===== config.mk =====
export PLATFORM = sky130hd
export DESIGN_NAME = rsp_window_monitor
export DESIGN_NICKNAME = d
export VERILOG_FILES = /design/src/rtl/rsp_mon_pkg.sv /design/src/rtl/rsp_age_shift.sv /design/src/rtl/rsp_fail_track.sv /design/src/rtl/rsp_window_monitor.sv
export SDC_FILE = /design/constraint.sdc
export NUM_CORES = 1
export LEC_CHECK = 0
export ABC_AREA = 0
export BUFFER_PORTS_ARGS = -buffer_cell sky130_fd_sc_hd__buf_2
export CAP_MARGIN = 10
export CORE_AREA = 4 4 41 43
export CTS_BUF_LIST = sky130_fd_sc_hd__clkbuf_2 sky130_fd_sc_hd__clkbuf_4 sky130_fd_sc_hd__clkbuf_8
export CTS_CLUSTER_SIZE = 20
export DETAILED_ROUTE_END_ITERATION = 8
export DIE_AREA = 0 0 45 47
export PLACE_DENSITY = 0.32
export SLEW_MARGIN = 0
export SYNTH_ARGS = -nofsm -noshare
export SYNTH_HDL_FRONTEND = slang
export SYNTH_SLANG_ARGS = --single-unit

===== constraint.sdc =====
create_clock -name clk_i -period 1.6 [get_ports clk_i]
set_clock_uncertainty 0.15 [all_clocks]
set_input_delay 0.32 -clock clk_i [delete_from_list [all_inputs] [get_ports clk_i]]
set_output_delay 0.32 -clock clk_i [all_outputs]
set_load 0.05 [all_outputs]

===== src/rtl/rsp_mon_pkg.sv =====
package rsp_mon_pkg;
  typedef enum logic [1:0] {
    VERDICT_ONGOING = 2'b00,
    VERDICT_PASS    = 2'b01,
    VERDICT_FAIL    = 2'b10
  } verdict_e;
endpackage


===== src/rtl/rsp_age_shift.sv =====
// One flop per obligation age 1..MAX_LAT; age 0 is the live trigger input.
module rsp_age_shift #(
  parameter int unsigned MIN_LAT = 2,
  parameter int unsigned MAX_LAT = 5
) (
  input  logic clk_i,
  input  logic rst_ni,
  input  logic trig_i,
  input  logic rsp_i,
  output logic expire_o
);
  logic [MAX_LAT:0] age_cur;
  logic [MAX_LAT:1] age_q, age_d;

  assign age_cur = {age_q, trig_i};

  for (genvar k = 1; k <= MAX_LAT; k++) begin : g_age
    localparam bit PREV_IN_WIN = ((k - 1) >= MIN_LAT);
    if (PREV_IN_WIN) begin : g_win
      assign age_d[k] = age_cur[k-1] & ~rsp_i;
    end else begin : g_hold
      assign age_d[k] = age_cur[k-1];
    end
  end

  // Oldest age leaves the window: unanswered means expiry.
  assign expire_o = age_q[MAX_LAT] & ~rsp_i;

  always_ff @(posedge clk_i or negedge rst_ni) begin
    if (!rst_ni) age_q <= '0;
    else         age_q <= age_d;
  end
endmodule


===== src/rtl/rsp_fail_track.sv =====
module rsp_fail_track
  import rsp_mon_pkg::*;
(
  input  logic     clk_i,
  input  logic     rst_ni,
  input  logic     expire_i,
  output logic     fail_pulse_o,
  output logic     fail_sticky_o,
  output verdict_e verdict_o
);
  always_ff @(posedge clk_i or negedge rst_ni) begin
    if (!rst_ni) begin
      fail_pulse_o  <= 1'b0;
      fail_sticky_o <= 1'b0;
    end else begin
      fail_pulse_o  <= expire_i;
      fail_sticky_o <= fail_sticky_o | expire_i;
    end
  end

  // Safety rule: pass is unreachable.
  assign verdict_o = fail_sticky_o ? VERDICT_FAIL : VERDICT_ONGOING;
endmodule


===== src/rtl/rsp_window_monitor.sv =====
module rsp_window_monitor
  import rsp_mon_pkg::*;
#(
  parameter int unsigned MIN_LAT = 2,
  parameter int unsigned MAX_LAT = 5
) (
  input  logic       clk_i,
  input  logic       rst_ni,
  input  logic       trig_i,
  input  logic       rsp_i,
  output logic [1:0] verdict_o,
  output logic       fail_pulse_o,
  output logic       fail_sticky_o
);
  logic     expire;
  verdict_e verdict;

  rsp_age_shift #(
    .MIN_LAT(MIN_LAT),
    .MAX_LAT(MAX_LAT)
  ) u_age (
    .clk_i   (clk_i),
    .rst_ni  (rst_ni),
    .trig_i  (trig_i),
    .rsp_i   (rsp_i),
    .expire_o(expire)
  );

  rsp_fail_track u_fail (
    .clk_i        (clk_i),
    .rst_ni       (rst_ni),
    .expire_i     (expire),
    .fail_pulse_o (fail_pulse_o),
    .fail_sticky_o(fail_sticky_o),
    .verdict_o    (verdict)
  );

  assign verdict_o = verdict;
endmodule



Word-level counts from Yosys, hierarchy flattened
Index checks and enable logic that the tools add are counted.
{"block": "word_totals", "wordCells": 10, "in_bits": 4, "regBits": 7}
{"block": "classes", "n_mux": 1, "bitwise_logic": 6}
{"op": "$and 1x1->1", "count": 4}
{"op": "$mux 2", "count": 1}
{"op": "$not 1->1", "count": 1}
{"op": "$or 1x1->1", "count": 1}

Depth between registers and ports, before layout
Gate-level depths: netlist of the first run.
{"block": "depth", "ltp_word": 3, "mapped_depth": 2, "mapped_depth_nobuf": 2}

Modules after synthesis
A second synthesis of the first run with hierarchy kept.
{"block": "unflattened", "hier_cells": 15, "area_unflattened_um2": 225.2}
{"mod": "rsp_age_shift", "area_per_inst_um2": 150.1, "cells_per_inst": 9, "n_inst": 1, "seq_area_each_um2": 125.1}
{"mod": "rsp_fail_track", "area_per_inst_um2": 75.1, "cells_per_inst": 6, "n_inst": 1, "seq_area_each_um2": 50.0}

Worst setup path after synthesis of the first run
No wires, ideal clock.
{"block": "synth_path", "path_kind": "register -> output", "from": "register u_fail.fail_sticky_o", "to": "output port verdict_o[1]", "arrival_time_ns": 0.897, "n_path_buf": 1, "path_stages_with_launch": 2, "required_time_ns": 1.130, "path_slack_ns": 0.233, "cell_sequence": "dfrtp_1 buf_4"}
{"block": "synth_between", "elab_chain_cells": 1}
{"element": "start: declaration", "line": "rsp_fail_track.sv:8", "text": "output logic fail_sticky_o,"}
{"element": "start signal: assignment", "line": "rsp_fail_track.sv:17", "text": "fail_sticky_o <= fail_sticky_o | expire_i;"}
{"element": "$mux 2", "line": "rsp_fail_track.sv:22", "text": "assign verdict_o = fail_sticky_o ? VERDICT_FAIL : VERDICT_ONGOING;"}
{"element": "end: declaration", "line": "rsp_window_monitor.sv:11", "text": "output logic [1:0] verdict_o,"}
No other way between the ends.

Worst setup path after layout of the first run
{"block": "layout_path", "from": "register u_fail.fail_sticky_o", "to": "output port fail_sticky_o"}
{"element": "end: declaration", "line": "rsp_window_monitor.sv:13", "text": "output logic fail_sticky_o"}
No word-level cell between the ends.

==> summary.md, run 1 <==
| Metric | Value |
|---|---|
| Cell types occupying the most area after synthesis | sky130_fd_sc_hd__dfrtp_1 (77%), sky130_fd_sc_hd__and2b_1 (6.6%), sky130_fd_sc_hd__buf_4 (6.6%), sky130_fd_sc_hd__nor2b_1 (5.5%), sky130_fd_sc_hd__or2_1 (2.7%) |
| Worst Hold Endpoint | u_age.age_q[1] |
| Via count | roughly 120 |
| Worst Hold Class | in -> reg |
| Total iterations of the first detailed-routing run | 2 |
| Areal power density over the cells | roughly 1400 nW/um^2 |
| Final max-slew violation count | 0 |
| Status | complete, no violations |
| Top library cells by usage in the layout, fill and taps aside | sky130_fd_sc_hd__dfrtp_1 (7), sky130_fd_sc_hd__buf_2 (6), sky130_fd_sc_hd__clkbuf_4 (4) |
| Netlist area before placement | 228 sq um |
| Launch instance of the worst min-delay path | trig_i |
| Largest net degree at the start of global routing | 8 |
| Area growth, synth to finish | 32.4% |
| Post-synthesis share of cell area spent on xor and xnor gates | 0 |
| Ports placed on the boundary | 8 |
| Fin nets | 29 |
| Initial standard-cell utilization of the core | 0.175 |
| Clock tree from TritonCTS | done |
| Post-CTS sizing | 0 |
| Post-synthesis cell count | 15 |
| CTS hold repair buffers | 1 |
| Initial drt markers | 1 |
| Clk sink count | 7 |
| Total of endpoints with negative setup slack in the final report | 0 |
| Detailed-route wire length per cell | roughly 8.3 um |
| Compound-cell area share of the yosys netlist | 0 |
| RSZ-0062 raised after global routing | false |
| Crit share post-route | 0.830 |
| Highest clock rate | approximately 750 MHz |
| Final hold violations | 0 |
| Path length in cells of the critical path | 1 |
| Leading cell type in the layout, fill and taps excluded | sky130_fd_sc_hd__dfrtp_1 |
| First-pass GRT wire length | 627 um |
| Chip Height | 47 um |
| Proportion of synthesized chip area in sequential cells | 0.769 |
| Wire length reported by the detailed router | 325 um |
| Clock slew seen by the registers of the worst setup and hold paths | 0.05 ns |
| Maximum resistive drop on vdd | approximately 0.00066 V |
| Reg2Reg Capture Point | u_fail.fail_sticky_o |
| Leakage power | 0.154 nW |
| Crit path time final | 1.33 ns |
| Post-synthesis area per instance | 15.2 sq um |
| Maximum fanout along the worst path | 3 |
| Maximum buffer depth of the clock tree | 2 |
| Flip-flop and latch count after synthesis | 7 |
| Width of the chip | 45 um |
| Number of antenna violations at the first check in global routing | 0 |
| GR Util All Layers | 0.0502 |
| Final core utilization | 0.232 |
| Reported max-cap violation count | 0 |
| ANT nets after route | 0 |
| Total setup buffers inserted after CTS | 0 |
| Depth of the worst hold-timing path | 1 |
| Category of the most critical setup path | reg -> out |
| Top Family by Delay on Critical Path | flip-flops |
| Crit path capture type | output port |
| Nature of the critical path startpoint | flop |
| Maximum single-stage delay on the critical path | about 0.34 ns |
| Core Rows | 13 |
| Source of the worst register-to-register timing path | u_age.age_q[5] |
| Register-to-register path setup slack | 0.66 ns |
| Die Footprint | 2120 sq um |
| Dominant cell type by area after synthesis | sky130_fd_sc_hd__dfrtp_1 |
| Net count after synthesis | 19 |
| RePlAce Congestion | 0.619 |
| Arrival time of data at the critical path endpoint | ~0.86 ns |
| Clock insertion delay at the later pin of the skew report | 0.25 ns |
| Dominant combinational cell family by area after synthesis | simple AND/OR/NAND/NOR gates |
| Cells along the critical path | buf_2 |
| Port-buffer cells | 6 |
| H-tree depth reported by CTS | 1 |
| Multiplexer share of the synthesized area | 0 |
| Overall overflow remaining after global route | 0 |
| Avg Vias per Cell | 3.18 |
| Logic depth of the worst register-to-register path | 2 |
| Count of synthesis-stage warnings from yosys | 0 |
| Post-route DRC | 0 |
| Adder-cell share of the synthesized area | 0 |
| Worst endpoint required time | between 1 and 1.5 ns |
| Crit-path slowest cell | sky130_fd_sc_hd__dfrtp_1 |
| Area fraction of the dominant cell type after synthesis | 0.769 |
| Number of antenna cells inserted | 0 |
| Core Footprint | 1300 sq um |
| Inserted Clock Buffers | 3 |
| Simple-gate share of the synthesized area | 0.148 |
| Via count of the first global-routing pass | 157 |
| Root Buffer | sky130_fd_sc_hd__clkbuf_4 |
| Number of unique standard cell types used by synthesis | 6 |
| Summed negative setup slack over all endpoints | 0 ns |
| Total buffers and inverters traversed by the critical path | 1 |
| Layout cell share with drive strength beyond 1 | 0.417 |
power breakdown:
group          internal (mW)  total (mW)  leakage (nW)  switching (mW)
combinational         0.0148      0.0639        0.0483          0.0491
sequential             0.188       0.191        0.0874         0.00361
clock                  0.112       0.173        0.0184          0.0612
through the flow:
step / worst slack [ns] / total power [mW] / instance area (sq um) / hold WS, ns / cells
final: 0.272 / 0.428 / 302 / 0.0293 / 39
after global placement: 0.546 / 0.257 / 262 / 0.00667 / 34
after detailed placement: 0.528 / 0.258 / 262 / 0.0137 / 34
after CTS: 0.251 / 0.440 / 302 / 0.0173 / 39
after floorplan: 0.233 / 0.247 / 228 / -0.126 / 15
after global routing: 0.193 / 0.464 / 302 / 0.0111 / 39
layer usage:
layer / vias to the layer above / share of wire / global-route usage
li1: 59 / - / -
met4: 0 / 0 / 0.0175
met2: 9 / 0.42 / 0.0706
met1: 56 / 0.40 / 0.0396
met5: - / 0 / 0
met3: 0 / 0.18 / 0.0690
cell usage after synthesis, drive strengths merged:
library cell  count
conb              1
dfrtp             7
or2               1
nor2b             2
and2b             2
buf               2
area by class of cell:
| cell class | count | area (sq um) |
|---|---|---|
| flip-flops and latches | 7 | 175 |
| clock buffers | 4 | 30.0 |
| repair buffers | 7 | 40.0 |
| fillers | 146 | 1000 |
| well taps | 15 | 18.8 |
| multi-input cells | 6 | 37.5 |
sequential cells by signal (all words and copies together) (netlist names):
| name | flops |
|---|---|
| u_age.age_q | 5 |
| u_fail.fail_pulse_o | 1 |
| u_fail.fail_sticky_o | 1 |
how the worst max path moves through the flow:
stage	end	slack, ns	start
4_1_cts	fail_sticky_o	0.25	u_fail.fail_sticky_o
2_1_floorplan	verdict_o[1]	0.23	u_fail.fail_sticky_o
3_3_place_gp	verdict_o[1]	0.55	u_fail.fail_sticky_o
3_5_place_dp	fail_sticky_o	0.53	u_fail.fail_sticky_o
6_report	fail_sticky_o	0.27	u_fail.fail_sticky_o
5_1_grt	fail_sticky_o	0.19	u_fail.fail_sticky_o
cell families after synthesis:
family / after synthesis
flops: 7
simple gates: 5
buf+inv: 2
other cells: 1
Power figures use the tool's default switching activity.
==> run 2: changes to the inputs <==
PLACE_DENSITY = 0.33   (was 0.32)
clock period = 1.1 ns   (was 1.6 ns; I/O delays follow)
==> run 2 against run 1 <==
The flow now finishes with violations (setup timing). Setup slack got worse by 0.36 ns. First-iteration DRC count rose to 7.0 times the previous value. Register-to-register slack got worse by 0.51 ns. Critical path type unchanged. Cell area rose by 13%. Critical endpoint unchanged. Combinational power rose by 80%.
==> summary.md, run 2 (synthesis results as in run 1) <==
| Metric | Value |
|---|---|
| Status | finished, violations left |
| Violations in the final reports | setup timing |
| Share of total power consumed by net switching | 0.263 (-0.00284) |
| Total instance count after detailed placement | 34 (unchanged) |
| Net switching power of the design | 171 uW (+50%) |
| Leakage power | 0.168 nW (+9.2%) |
| Root Buffer | sky130_fd_sc_hd__clkbuf_4 |
| Number of antenna violations at the first check in global routing | 0 (unchanged) |
| Clock insertion delay at the later pin of the skew report | 0.25 ns (about the same) |
| Clock tree from TritonCTS | done |
| Maximum single-stage delay on the critical path | 0.42 ns (+0.08 ns) |
| Initial standard-cell utilization of the core | 0.175 (unchanged) |
| Avg Vias per Cell | 3.22 (+1.3%) |
| Clk sink count | 7 (unchanged) |
| Maximum buffer depth of the clock tree | 2 (unchanged) |
| Largest register FFs | 5 (unchanged) |
| Crit-path slowest cell | sky130_fd_sc_hd__dfrtp_2 |
| Maximum resistive drop on vdd | 0.000894 V (+35%) |
| RePlAce Congestion | 0.619 (+0.15%) |
| Category of the most critical setup path | reg -> out |
| Overall overflow remaining after global route | 0 (unchanged) |
| Total of endpoints with negative setup slack in the final report | 3 (+3) |
| Final max-slew violation count | 0 (unchanged) |
| Width of the chip | 45 um (unchanged) |
| Chip Height | 47 um (unchanged) |
| Wire length reported by the detailed router | 309 um (-4.9%) |
| ANT nets after route | 0 (unchanged) |
| Inserted Clock Buffers | 3 (unchanged) |
| Total power after layout | 651 uW (+52%) |
| Area growth, synth to finish | 50.0% |
| Leading cell type in the layout, fill and taps excluded | sky130_fd_sc_hd__dfrtp_1 |
| Layout cell share with drive strength beyond 1 | 0.423 (+0.00641) |
| Reported max-cap violation count | 0 (unchanged) |
| Crit path time final | 1.19 ns |
| Fin nets | 31 (+6.9%) |
| Logic gate share of total power | 0.177 (+0.028) |
| Arrival time of data at the critical path endpoint | 0.82 ns (-0.04 ns) |
| Final core utilization | 0.263 (+0.0308) |
| Die Footprint | 2120 sq um (unchanged) |
| Via count of the first global-routing pass | 136 (-13%) |
| Detailed-route wire length per cell | 7.54 um (-9.6%) |
| Top library cells by usage in the layout, fill and taps aside | sky130_fd_sc_hd__dfrtp_1 (6), sky130_fd_sc_hd__clkbuf_4 (4), sky130_fd_sc_hd__dlygate4sd3_1 (3), sky130_fd_sc_hd__buf_2 (3), sky130_fd_sc_hd__buf_6 (3) |
| Total setup buffers inserted after CTS | 0 (unchanged) |
| Largest net degree at the start of global routing | 8 (unchanged) |
| Core Rows | 13 (unchanged) |
| Placement Setup Slack | 0.137 ns (-0.391 ns) |
| Cells along the critical path | buf_6 |
| Port-buffer cells | 6 (unchanged) |
| Crit path capture type | output port |
| Post-route DRC | 0 (unchanged) |
| Maximum fanout along the worst path | 3 (unchanged) |
| Worst Hold Class | in -> reg |
| Largest register by flop count | u_age.age_q |
| Seq pwr share | 0.434 (-0.013) |
| Final hold violations | 0 (unchanged) |
| Ports placed on the boundary | 8 (unchanged) |
| Areal power density over the cells | 1910 nW/um^2 (+34%) |
| Nature of the critical path startpoint | flop |
| Core Footprint | 1300 sq um (unchanged) |
| Summed negative setup slack over all endpoints | -0.219 ns (-0.219 ns) |
| Clock power frac | 0.389 (-0.015) |
| Total iterations of the first detailed-routing run | 2 (unchanged) |
| Total buffers and inverters traversed by the critical path | 1 (unchanged) |
| First-pass GRT wire length | 565 um (-9.9%) |
| RSZ-0062 raised after global routing | true |
| Number of antenna cells inserted | 0 (unchanged) |
| Via count | 132 (+6.5%) |
| GR Util All Layers | 0.0447 (-0.00547) |
| Clock slew seen by the registers of the worst setup and hold paths | 0.05 ns (about the same) |
| H-tree depth reported by CTS | 1 (unchanged) |
| Crit share post-route | 1.08 |
| Initial drt markers | 7 (+6) |
| Filler-free cell count of the finished design | 41 (+5.1%) |
| Highest clock rate | 839 MHz |
| Final worst slack | -0.0923 ns (-0.365 ns) |
| Largest regs | u_age.age_q (5), u_fail.fail_pulse_o (1), u_fail.fail_sticky_o (1) |
| Top Family by Delay on Critical Path | flip-flops |
| Internal power component | 480 uW (+53%) |
| Worst endpoint required time | 0.73 ns (-0.40 ns) |
run 2: final timing paths:
kind | start | to | slack, ns | cells after the start
max reg2reg | u_age.age_q[5] | u_fail.fail_sticky_o | 0.15 | 2
min reg2reg | u_age.age_q[1] | u_age.age_q[2] | 0.20 | 0
min in group asynchronous | rst_ni | u_age.age_q[5] | 0.18 | 2
min | rsp_i | u_fail.fail_pulse_o | 0.01 | 2
max | u_fail.fail_sticky_o | fail_sticky_o | -0.09 | 1
max in group asynchronous | rst_ni | u_fail.fail_sticky_o | 0.46 | 2
run 2: cell type report:
| class | instances | area, sq um |
|---|---|---|
| Tap cell | 15 | 18.8 |
| Sequential cell | 7 | 176 |
| Timing Repair Buffer | 9 | 78.8 |
| Multi-Input combinational cell | 6 | 37.5 |
| Fill cell | 142 | 960 |
| Clock buffer | 4 | 30.0 |
run 2: routing by layer:
metal  track usage  vias to the layer above  part of all wire
li1              -                       64                 -
met1        0.0493                       59              0.48
met2        0.0395                        9              0.33
met3        0.0575                        0              0.18
met4        0.0351                        0                 0
met5             0                        -                 0
run 2: power groups by stage:
stage	Sequential, mW	Clock, mW	Combinational, mW
final	0.283	0.254	0.115
after global routing	0.284	0.298	0.121
after CTS	0.283	0.271	0.114
after detailed placement	0.283	0	0.0918
after global placement	0.283	0	0.0918
after floorplan	0.311	0	0.0559
run 2: repair_timing:
item / 4_1_cts / 5_1_grt
setup endpoints to repair: 3 / 3
resized for setup: 6 / 0
hold buffers: 2 / 1
endpoints found under the hold margin: 8 / 1
run 2: per-stage QoR:
step,area (sq um),hold slack [ns]
after global placement,263,-0.0936
after detailed placement,263,-0.0917
after CTS,332,0.000982
after floorplan,233,-0.226
final,342,0.0150
after global routing,342,0.0157
==> run 3: changes to the inputs <==
ABC_AREA = 1   (was 0)
PLACE_DENSITY = 0.34   (was 0.33)
SLEW_MARGIN = 20   (was 0)
==> run 3 against run 2 <==
The run still ends with setup timing left. First-iteration DRC count is 86% lower. Combinational power is 71% lower. Register-to-register slack better by 0.16 ns. Hold slack better by 0.0037 ns. Setup slack hardly changed. Via count is 13% higher. Non-clock buffer count is 1 lower. Routed wire length is 7.8% higher. Total power is 15% lower. Critical path type unchanged.
==> summary.md, run 3 <==
| Metric | Value |
|---|---|
| Status | finished, violations left |
| Violations in the final reports | setup timing |
| Leakage power | 0.188 nW (+12%) |
| Top Family by Delay on Critical Path | flip-flops |
| Total power after layout | 553 uW (-15%) |
| Cells along the critical path | buf_6 |
| Ports placed on the boundary | 8 (unchanged) |
| Final max-slew violation count | 0 (unchanged) |
| Detailed-route wire length per cell | 7.24 um (-3.9%) |
| Final worst slack | -0.0921 ns (+0.000219 ns) |
| Filler-free cell count of the finished design | 46 (+12%) |
| RePlAce Congestion | 0.634 (+2.3%) |
| Fin nets | 36 (+16%) |
| Highest clock rate | 839 MHz (about the same) |
| Reported max-cap violation count | 0 (unchanged) |
| Flip-flop and latch count after synthesis | 7 (unchanged) |
| Total of endpoints with negative setup slack in the final report | 3 (unchanged) |
| Die Footprint | 2120 sq um (unchanged) |
| Clock slew seen by the registers of the worst setup and hold paths | 0.05 ns (about the same) |
| Total buffers and inverters traversed by the critical path | 1 (unchanged) |
| Chip Height | 47 um (unchanged) |
| Largest register FFs | 5 (unchanged) |
| Highest metal layer with signal wires | met3 |
| Wire length reported by the detailed router | 333 um (+7.8%) |
| Total instance count after detailed placement | 40 (+18%) |
| Fraction of registers with async set or reset after synthesis | 1.00 (unchanged) |
| Summed negative setup slack over all endpoints | -0.218 ns (+0.00140 ns) |
| Crit path capture type | output port |
| Clk sink count | 7 (unchanged) |
| Number of antenna violations at the first check in global routing | 0 (unchanged) |
| Fill cells | 142 (unchanged) |
| Area growth, synth to finish | 43.2% |
| Overall overflow remaining after global route | 0 (unchanged) |
| Post-synthesis cell count | 21 (+6) |
| Netlist area before placement | 240 sq um (+5.5%) |
| Crit-path slowest cell | sky130_fd_sc_hd__dfrtp_2 |
| Via count | 149 (+13%) |
| Width of the chip | 45 um (unchanged) |
| Crit share post-route | 1.08 (about the same) |
| Proportion of synthesized chip area in sequential cells | 0.729 (-0.0401) |
| Final core utilization | 0.264 (+0.00192) |
| Largest net degree at the start of global routing | 8 (unchanged) |
| Routed length on met3 | 71 um (+25%) |
| Number of unique standard cell types used by synthesis | 7 (+1) |
| Avg Vias per Cell | 3.24 (+0.61%) |
| Crit path time final | 1.19 ns (-0.000219 ns) |
| Maximum buffer depth of the clock tree | 2 (unchanged) |
| Maximum single-stage delay on the critical path | 0.42 ns (about the same) |
| Via count of the first global-routing pass | 174 (+28%) |
| Number of antenna cells inserted | 0 (unchanged) |
| Most frequent cell after synthesis | sky130_fd_sc_hd__dfrtp_1 |
| Top library cells by usage in the layout, fill and taps aside | sky130_fd_sc_hd__dfrtp_1 (6), sky130_fd_sc_hd__inv_1 (5), sky130_fd_sc_hd__clkbuf_4 (4) |
| Areal power density over the cells | 1610 nW/um^2 (-16%) |
| Largest register by flop count | u_age.age_q |
| Most frequent cells after synthesis | sky130_fd_sc_hd__dfrtp_1 (7), sky130_fd_sc_hd__inv_1 (5), sky130_fd_sc_hd__nor2_1 (3) |
| Maximum fanout along the worst path | 3 (unchanged) |
| Count of synthesis-stage warnings from yosys | 0 (unchanged) |
| Post-synthesis area per instance | 11.4 sq um (-25%) |
| Largest regs | u_age.age_q (5), u_fail.fail_pulse_o (1), u_fail.fail_sticky_o (1) |
| Final hold violations | 0 (unchanged) |
| Total setup buffers inserted after CTS | 0 (unchanged) |
| Net count after synthesis | 25 (+6) |
| Post-synth EDFFs | 0 (unchanged) |
| Met2 Routed Length | 139 um (+35%) |
| Area fraction of the dominant cell type after synthesis | 0.729 (-0.0401) |
| Clock insertion delay at the later pin of the skew report | 0.25 ns (about the same) |
| WHS | 0.0187 ns (+0.00371 ns) |
| Synth Flop Type | sky130_fd_sc_hd__dfrtp_1 |
| Clock tree from TritonCTS | done |
| Arrival time of data at the critical path endpoint | 0.82 ns (about the same) |
| Core Rows | 13 (unchanged) |
| Post-DP HPWL | 253 um |
| Initial drt markers | 1 (-6) |
| ANT nets after route | 0 (unchanged) |
| H-tree depth reported by CTS | 1 (unchanged) |
| Maximum resistive drop on vdd | 0.000611 V (-32%) |
| Dominant cell type by area after synthesis | sky130_fd_sc_hd__dfrtp_1 |
| GR Util All Layers | 0.0549 (+0.0102) |
| Leading cell type in the layout, fill and taps excluded | sky130_fd_sc_hd__dfrtp_1 |
| Post-route DRC | 0 (unchanged) |
| Worst Hold Class | in -> reg |
| Inserted Clock Buffers | 3 (unchanged) |
| Routed length on met1 | 122 um (-18%) |
| Root Buffer | sky130_fd_sc_hd__clkbuf_4 |
| Core Footprint | 1300 sq um (unchanged) |
| Layout cell share with drive strength beyond 1 | 0.452 (+0.0285) |
| First-pass GRT wire length | 710 um (+26%) |
| Category of the most critical setup path | reg -> out |
| Total iterations of the first detailed-routing run | 2 (unchanged) |
| Cell types occupying the most area after synthesis | sky130_fd_sc_hd__dfrtp_1 (73%), sky130_fd_sc_hd__inv_1 (7.8%), sky130_fd_sc_hd__buf_4 (6.3%), sky130_fd_sc_hd__nand2_2 (5.2%), sky130_fd_sc_hd__nor2_1 (4.7%) |
| Nature of the critical path startpoint | flop |
| RSZ-0062 raised after global routing | true |
| Worst endpoint required time | 0.73 ns (about the same) |
| Port-buffer cells | 6 (unchanged) |
| Initial standard-cell utilization of the core | 0.185 (+0.00962) |
==> run 3: cell count changes after synthesis <==
cell                      change
sky130_fd_sc_hd__inv_1        +5
sky130_fd_sc_hd__nor2_1       +3
sky130_fd_sc_hd__and2b_1      -2
sky130_fd_sc_hd__nand2_2      +2
sky130_fd_sc_hd__nor2b_1      -2
sky130_fd_sc_hd__inv_2        +1
sky130_fd_sc_hd__or2_1        -1
==> run 3: cell type report <==
cell class	count	area (sq um)	share of cell area
Sequential cell	7	176	0.513
Timing Repair Buffer	8	68.8	0.200
Clock buffer	4	30.0	0.0873
Multi-Input combinational cell	6	27.5	0.0800
Inverter	6	22.5	0.0655
Tap cell	15	18.8	0.0545
==> run 3: worst reg2reg max path, delay by kind of cell, from the launching register on <==
| family | cells | cell delay, ns |
|---|---|---|
| flip-flops | 1 | 0.42 |
| buffers and inverters | 1 | 0.07 |
| AND/OR/NAND/NOR | 1 | 0.04 |
==> run 3: stage by stage <==
| step | setup slack [ns] | instance area, sq um |
|---|---|---|
| 5_1_grt | -0.135 | 344 |
| 3_3_place_gp | 0.138 | 275 |
| 3_5_place_dp | 0.128 | 275 |
| 4_1_cts | -0.107 | 344 |
| 2_1_floorplan | 0.0153 | 245 |
| 6_report | -0.0921 | 344 |
==> run 3: kinds of logic (layout without fill, tap and decap cells) <==
group / count (synthesis) / in the layout / share of synthesized area
simple gates: 5 / 5 / 0.0989
flops: 7 / 7 / 0.729
buf+inv: 8 / 18 / 0.156
other cells: 1 / 1 / 0.0156
==> run 3: layer usage <==
| layer | vias to the layer above | GRT usage |
|---|---|---|
| met5 | - | 0 |
| met4 | 0 | 0.0351 |
| met3 | 0 | 0.0690 |
| met2 | 11 | 0.0706 |
| met1 | 66 | 0.0464 |
| li1 | 72 | - |
==> run 3: repair_timing <==
action                                  4_1_cts  5_1_grt
cloned                                        0        0
resized for setup                             6        0
endpoints found under the setup margin        3        3
hold buffers                                  2        0
hold endpoints to repair                      8        0
==> run 3: power breakdown <==
group	internal, mW	switching (mW)	leakage (nW)
clock	0.163	0.0886	0.0184
sequential	0.266	0.00228	0.0856
combinational	0.0120	0.0210	0.0838
==> run 3: path summary, 6_finish.rpt <==
check                           slack (ns)  depth (start not counted)                    to            startpoint
worst min register to register        0.20                          0        u_age.age_q[2]        u_age.age_q[1]
worst min-delay path                  0.02                          2        u_age.age_q[5]                 rsp_i
worst max-delay path                 -0.09                          1         fail_sticky_o  u_fail.fail_sticky_o
max in group asynchronous             0.45                          2  u_fail.fail_sticky_o                rst_ni
worst max register to register        0.31                          2  u_fail.fail_sticky_o  u_fail.fail_sticky_o
min in group asynchronous             0.18                          2  u_fail.fail_sticky_o                rst_ni
